===== src/rtl/pwrup_pkg.sv =====
package pwrup_pkg;

   typedef enum logic [1:0] {
      SQ_IDLE  = 2'd0,
      SQ_RUN   = 2'd1,
      SQ_DONE  = 2'd2,
      SQ_FAULT = 2'd3
   } sq_state_e;

endpackage


===== src/rtl/pwrup_slot_timer.sv =====
// Per-slot dwell and power-good timeout counter.
module pwrup_slot_timer #(
   parameter int SLOT_DLY = 1280,
   parameter int PG_TMO   = 640
) (
   input  logic clk,
   input  logic rst_n,
   input  logic clr_i,
   input  logic run_i,
   output logic dly_done_o,
   output logic tmo_hit_o
);
   localparam int LIM   = SLOT_DLY - 1 + PG_TMO;
   localparam int CNT_W = $clog2(LIM + 1);
   localparam logic [CNT_W-1:0] DLY_LAST = CNT_W'(SLOT_DLY - 1);
   localparam logic [CNT_W-1:0] CNT_LIM  = CNT_W'(LIM);

   logic [CNT_W-1:0] cnt_q;

   always_ff @(posedge clk or negedge rst_n) begin
      if (!rst_n) begin
         cnt_q <= '0;
      end else if (clr_i) begin
         cnt_q <= '0;
      end else if (run_i && (cnt_q != CNT_LIM)) begin
         cnt_q <= cnt_q + 1'b1;
      end
   end

   assign dly_done_o = (cnt_q >= DLY_LAST);
   assign tmo_hit_o  = (cnt_q == CNT_LIM);


   cnt_in_window_chk: assert property (@(posedge clk) disable iff (!rst_n)
      cnt_q <= CNT_LIM);


   cnt_restart_chk: assert property (@(posedge clk) disable iff (!rst_n)
      clr_i |=> (cnt_q == '0));

endmodule


===== src/rtl/pwrup_slot_decode.sv =====
// Decodes per-supply slot fields into cumulative enables and the
// mask of supplies belonging to the current slot.
module pwrup_slot_decode #(
   parameter int N_SUP   = 8,
   parameter int N_SLOTS = 14,
   parameter int SLOT_W  = 4,
   parameter bit OUT_REG = 1'b0
) (
   input  logic                    clk,
   input  logic                    rst_n,
   input  logic [N_SUP*SLOT_W-1:0] cfg_i,
   input  logic [SLOT_W-1:0]       slot_i,
   input  logic                    active_i,
   output logic [N_SUP-1:0]        en_o,
   output logic [N_SUP-1:0]        grp_o
);
   localparam logic [SLOT_W-1:0] LAST_SLOT = SLOT_W'(N_SLOTS);

   for (genvar g = 0; g < N_SUP; g++) begin : g_sup
      logic [SLOT_W-1:0] cfg;
      logic              seq_ok;
      logic              en_d;

      assign cfg    = cfg_i[g*SLOT_W +: SLOT_W];
      assign seq_ok = (cfg != '0) && (cfg <= LAST_SLOT);
      assign en_d   = active_i && seq_ok && (cfg <= slot_i);
      assign grp_o[g] = seq_ok && (cfg == slot_i);

      if (OUT_REG) begin : g_reg
         logic en_q;
         always_ff @(posedge clk or negedge rst_n) begin
            if (!rst_n) en_q <= 1'b0;
            else        en_q <= en_d;
         end
         assign en_o[g] = en_q;
      end else begin : g_comb
         assign en_o[g] = en_d;
      end


      unseq_off_chk: assert property (@(posedge clk) disable iff (!rst_n)
         (!seq_ok && $stable(cfg)) |-> !en_o[g]);
   end

endmodule


===== src/rtl/pwrup_seq.sv =====
module pwrup_seq
   import pwrup_pkg::*;
#(
   parameter int N_SUP    = 8,
   parameter int N_SLOTS  = 14,
   parameter int SLOT_DLY = 1280,
   parameter int PG_TMO   = 640,
   parameter bit OUT_REG  = 1'b0,
   localparam int SLOT_W  = $clog2(N_SLOTS + 1)
) (
   input  logic                    clk,
   input  logic                    rst_n,
   input  logic                    start_i,
   input  logic [N_SUP*SLOT_W-1:0] slot_cfg_i,
   input  logic [N_SUP-1:0]        pgood_i,
   output logic [N_SUP-1:0]        en_o,
   output logic                    chip_on_o,
   output logic [SLOT_W-1:0]       cur_slot_o,
   output logic                    done_o,
   output logic                    fault_o
);
   localparam logic [SLOT_W-1:0] LAST_SLOT = SLOT_W'(N_SLOTS);

   // elaboration-time parameter checks
   if (N_SUP < 1) begin : g_bad_sup
      $error("pwrup_seq: N_SUP must be at least 1");
   end
   if (N_SLOTS < 1) begin : g_bad_slots
      $error("pwrup_seq: N_SLOTS must be at least 1");
   end
   if (SLOT_DLY < 1 || PG_TMO < 1) begin : g_bad_time
      $error("pwrup_seq: SLOT_DLY and PG_TMO must be at least 1");
   end
   if (OUT_REG && SLOT_DLY < 2) begin : g_bad_reg
      $error("pwrup_seq: registered enables need SLOT_DLY >= 2");
   end

   sq_state_e         state_q;
   logic [SLOT_W-1:0] slot_q;
   logic              chip_on_q;
   logic              done_q;
   logic [N_SUP-1:0]  grp_mask;
   logic              all_pg;
   logic              dly_done;
   logic              tmo_hit;
   logic              accept;
   logic              adv;

   assign accept = (state_q == SQ_IDLE) && start_i;
   assign all_pg = &(pgood_i | ~grp_mask);
   assign adv    = (state_q == SQ_RUN) && dly_done && all_pg;

   pwrup_slot_timer #(
      .SLOT_DLY (SLOT_DLY),
      .PG_TMO   (PG_TMO)
   ) i_timer (
      .clk        (clk),
      .rst_n      (rst_n),
      .clr_i      (accept || adv),
      .run_i      (state_q == SQ_RUN),
      .dly_done_o (dly_done),
      .tmo_hit_o  (tmo_hit)
   );

   pwrup_slot_decode #(
      .N_SUP   (N_SUP),
      .N_SLOTS (N_SLOTS),
      .SLOT_W  (SLOT_W),
      .OUT_REG (OUT_REG)
   ) i_decode (
      .clk      (clk),
      .rst_n    (rst_n),
      .cfg_i    (slot_cfg_i),
      .slot_i   (slot_q),
      .active_i (state_q != SQ_IDLE),
      .en_o     (en_o),
      .grp_o    (grp_mask)
   );

   always_ff @(posedge clk or negedge rst_n) begin
      if (!rst_n) begin
         state_q   <= SQ_IDLE;
         slot_q    <= '0;
         chip_on_q <= 1'b0;
         done_q    <= 1'b0;
      end else begin
         done_q <= 1'b0;
         unique case (state_q)
            SQ_IDLE: begin
               if (start_i) begin
                  state_q   <= SQ_RUN;
                  slot_q    <= SLOT_W'(1);
                  chip_on_q <= 1'b1;
               end
            end
            SQ_RUN: begin
               if (adv) begin
                  if (slot_q == LAST_SLOT) begin
                     state_q <= SQ_DONE;
                     done_q  <= 1'b1;
                  end else begin
                     slot_q <= slot_q + 1'b1;
                  end
               end else if (tmo_hit) begin
                  state_q <= SQ_FAULT;
               end
            end
            default: ;
         endcase
      end
   end

   assign chip_on_o  = chip_on_q;
   assign cur_slot_o = slot_q;
   assign done_o     = done_q;
   assign fault_o    = (state_q == SQ_FAULT);


   chip_on_sticky_chk: assert property (@(posedge clk) disable iff (!rst_n)
      $past(chip_on_o) |-> chip_on_o);


   en_cumulative_chk: assert property (@(posedge clk) disable iff (!rst_n)
      (chip_on_o && $past(chip_on_o) && $stable(slot_cfg_i))
         |-> ((en_o & $past(en_o)) == $past(en_o)));


   adv_gated_chk: assert property (@(posedge clk) disable iff (!rst_n)
      ($past(state_q == SQ_RUN) && (slot_q != $past(slot_q)))
         |-> $past(dly_done && all_pg));


   fault_hold_chk: assert property (@(posedge clk) disable iff (!rst_n)
      $past(fault_o) |-> (fault_o && $stable(cur_slot_o) && !done_o));


   done_single_chk: assert property (@(posedge clk) disable iff (!rst_n)
      done_o |=> !done_o);


   slot_range_chk: assert property (@(posedge clk) disable iff (!rst_n)
      (cur_slot_o <= LAST_SLOT) && ((cur_slot_o == '0) == !chip_on_o));

endmodule


===== config.mk =====
export PLATFORM = sky130hd
export DESIGN_NAME = pwrup_seq
export DESIGN_NICKNAME = d
export VERILOG_FILES = /design/src/rtl/pwrup_pkg.sv /design/src/rtl/pwrup_slot_timer.sv /design/src/rtl/pwrup_slot_decode.sv /design/src/rtl/pwrup_seq.sv
export SDC_FILE = /design/constraint.sdc
export NUM_CORES = 1
export LEC_CHECK = 0
export ABC_AREA = 1
export BUFFER_PORTS_ARGS = -buffer_cell sky130_fd_sc_hd__buf_2
export CAP_MARGIN = 20
export CORE_UTILIZATION = 42
export DETAILED_ROUTE_END_ITERATION = 10
export GPL_TIMING_DRIVEN = 0
export HOLD_SLACK_MARGIN = 0.08
export PLACE_DENSITY_LB_ADDON = 0.25
export SYNTH_ARGS = -nofsm -noshare
export SYNTH_HDL_FRONTEND = slang
export SYNTH_SLANG_ARGS = --single-unit

===== constraint.sdc =====
create_clock -name clk -period 3.4 [get_ports clk]
set_clock_uncertainty 0.05 [all_clocks]
set_input_delay 0.51 -clock clk [delete_from_list [all_inputs] [get_ports clk]]
set_output_delay 0.51 -clock clk [all_outputs]
set_load 0.05 [all_outputs]

==> out/qor.yml <==
overflow: 0
power_w: 0.000553
setup_tns_ps: 0
synth_cells: 317
yosys_warnings: 0
synth.most_common_cell: "nand2_1"
postCtsResizedCells: 0
fillerInstances: 486
hold_slack_ps: 128
dieArea_sq_mm: 0.00549
reg2reg_depth: 12
syn_nets: 395
detail-route-antenna-nets: 0
holdCritPathClass: "primary input to asynchronous set/reset pin"
cts_made_buffers: 3
cap_violations: 0
synth_commonest_cells: "nand2_1 (73), nor2_1 (42), inv_1 (36), ha_1 (35)"
wl_um: 4800
coreArea_sq_mm: 0.00485
final_core_util_pct: 53.5
p_int_w: 0.000375
fin_crit_sh_pct: 82.9
first_global_vias: 2007
synth_edf_count: 0
synth_seq_area_share_pct: 21.8
io_pins: 58
clkLatencyLatePin_ps: 260
grt_max_degree: 20
routabilityCongestion: 0.786
max_freq_ghz: 0.355
critPathKind: "flop to primary output"
rows: 25
die_h_um: 74.1
portBuffers: 57
yosysTopAreaCell: "dfrtp_1"
avgRoutedWirePerCell_um: 10.8
crit_path_start_kind: "flop"
cts.clk_slew.worst_paths_ps: 70
synth.distinct_cells: 28
endpoint_kind: "primary output"
p_per_area_mw_per_mm2: 213
drive_gt1_share_pct: 22.8
worstMarginPinSlew_ps: 733
clockRootBuffer: "clkbuf_8"
via_per_inst: 4.80
ys_seq_elements: 19
n_antenna_cell: 0
power_frac_seq_pct: 40.9
relSlewSlack_pct: 51.0
cts.path.max_buffers: 2
setup_ws_ps: 580
crit_path_max_fanout: 9
synthTopCellsByArea: "dfrtp_1 (22%), ha_1 (20%), nand2_1 (13%), nor2_1 (7.2%), inv_1 (6.2%)"
cp_data_arrival_time_ps: 2260
netSwitchingPower_w: 0.000178
ir_worst_vdd_mv: 0.229
required_ps: 2840
synth_area_sq_mm: 0.00218
firstDrtPassIters: 4
clockPowerShare_pct: 29.1
rsz0062_at_grt: "no"
synth_top_area_share_pct: 21.8
antenna_found_initial: 0
synth.avg_cell_area_sq_um: 6.88
leakage_nw: 1.49
dr.first_iter.drc_count: 81
cts_tree: "built"
layout.nets: 457
via_count: 2137
initial_core_util_pct: 45.0
pre_cts_ws_ps: 820
rr_endpoint: "cur_slot_o[2]"
synth-async-reset-ratio_pct: 100
area_delta_synth_final_pct: 19.0
hpwl_um: 3870
status: "finished clean"
reg2reg_slack_ps: 1120
min_period_ps: 2820
netSwitchingFraction_pct: 32.1
finalSetupViolCount: 0
r2r_start: "cur_slot_o[3]"
cts_setup_buffers: 0
h-tree-depth: 1
grt_pass1_wl_um: 8260
cts_hold_buf: 0
fp.dieW_um: 74.1
clock_sinks: 19
finalHoldViolations: 0
pwr-share-comb_pct: 30.1
synthFlopType: "dfrtp_1"
slew_viol_final: 0
globalRouteTotalUtil_pct: 19.1
drc: 0
-- worst max path at each step --
stage                        startpoint  endpoint  slack (ps)  depth (start not counted)
after floorplan           cur_slot_o[1]   en_o[6]         850                          8
after detailed placement  cur_slot_o[1]   en_o[6]         820                          9
after global placement    cur_slot_o[1]   en_o[6]         850                          9
final                     cur_slot_o[1]   en_o[6]         580                          9
after global routing      cur_slot_o[1]   en_o[6]         340                          9
after CTS                 cur_slot_o[1]   en_o[6]         530                          9
-- power by group through the flow --
stage / Combinational [W] / Clock (W) / Sequential, W
after detailed placement: 0.000167 / 0 / 0.000230
after floorplan: 0.000110 / 0 / 0.000230
after global placement: 0.000164 / 0 / 0.000230
after CTS: 0.000167 / 0.000167 / 0.000226
after global routing: 0.000186 / 0.000177 / 0.000226
final: 0.000166 / 0.000161 / 0.000226
-- kinds of logic after synthesis --
| group | synth area share [%] |
|---|---|
| fa+ha+maj | 20.1 |
| buf+inv | 9.80 |
| flops | 21.8 |
| xor+xnor | 2.81 |
| compound gates | 12.1 |
| simple gates | 33.4 |
-- area by class of cell --
type / instances / area (sq um) / share of cell area (%)
multi-input cells: 250 / 1490 / 57.5
flip-flops and latches: 19 / 475 / 18.3
repair buffers: 57 / 285 / 11.0
inverters: 39 / 146 / 5.64
well taps: 67 / 83.8 / 3.23
plain buffers: 9 / 67.6 / 2.60
clock buffers: 4 / 45.0 / 1.73
-- per-stage QoR --
stage          instances  area (sq um)
6_report             445          2600
3_5_place_dp         441          2550
3_3_place_gp         441          2550
5_1_grt              445          2600
2_1_floorplan        317          2180
4_1_cts              445          2600
-- layer usage --
| layer | vias to the layer above | wire [um] | global-route usage (%) |
|---|---|---|---|
| met2 | 38 | 2220 | 34.2 |
| li1 | 1158 | - | - |
| met3 | 2 | 142 | 2.85 |
| met5 | - | 0 | 0 |
| met4 | 0 | 12 | 1.92 |
| met1 | 939 | 2420 | 25.0 |
-- flip-flops by register name, summed over array words and instances (netlist names) --
signal         flops
i_timer.cnt_q     11
state_q            2
cur_slot_o         4
done_o             1
chip_on_o          1
-- cells in the final DEF (no fill, tap or decap) --
cell / n
clkbuf_8: 3
o211ai_1: 1
inv_2: 3
ha_1: 35
o21bai_1: 7
nor2_1: 42
nand3_1: 9
nor3_1: 11
nand3_4: 1
clkbuf_1: 1
o21ai_1: 1
buf_2: 57
or2_0: 1
nor2_2: 2
buf_4: 9
nand2_1: 73
o21ai_2: 1
inv_1: 36
nor2_4: 2
or2_1: 1
o22ai_1: 1
dfrtp_1: 19
o21ai_0: 16
nor3b_1: 6
a221oi_1: 1
nand2_2: 5
or2_2: 2
a21oi_1: 19
nor3b_2: 1
nand4_1: 5
xor2_1: 7
-- worst max-delay path: stages, from the launching register on --
cell and delay, ps:
dfrtp_1 420, inv_1 310, ha_1 320, inv_1 60, nor2_1 30, o211ai_1 150
nand2_1 70, a221oi_1 240, buf_4 150, buf_2 240
No activity file was read; power rests on OpenSTA's default activity.
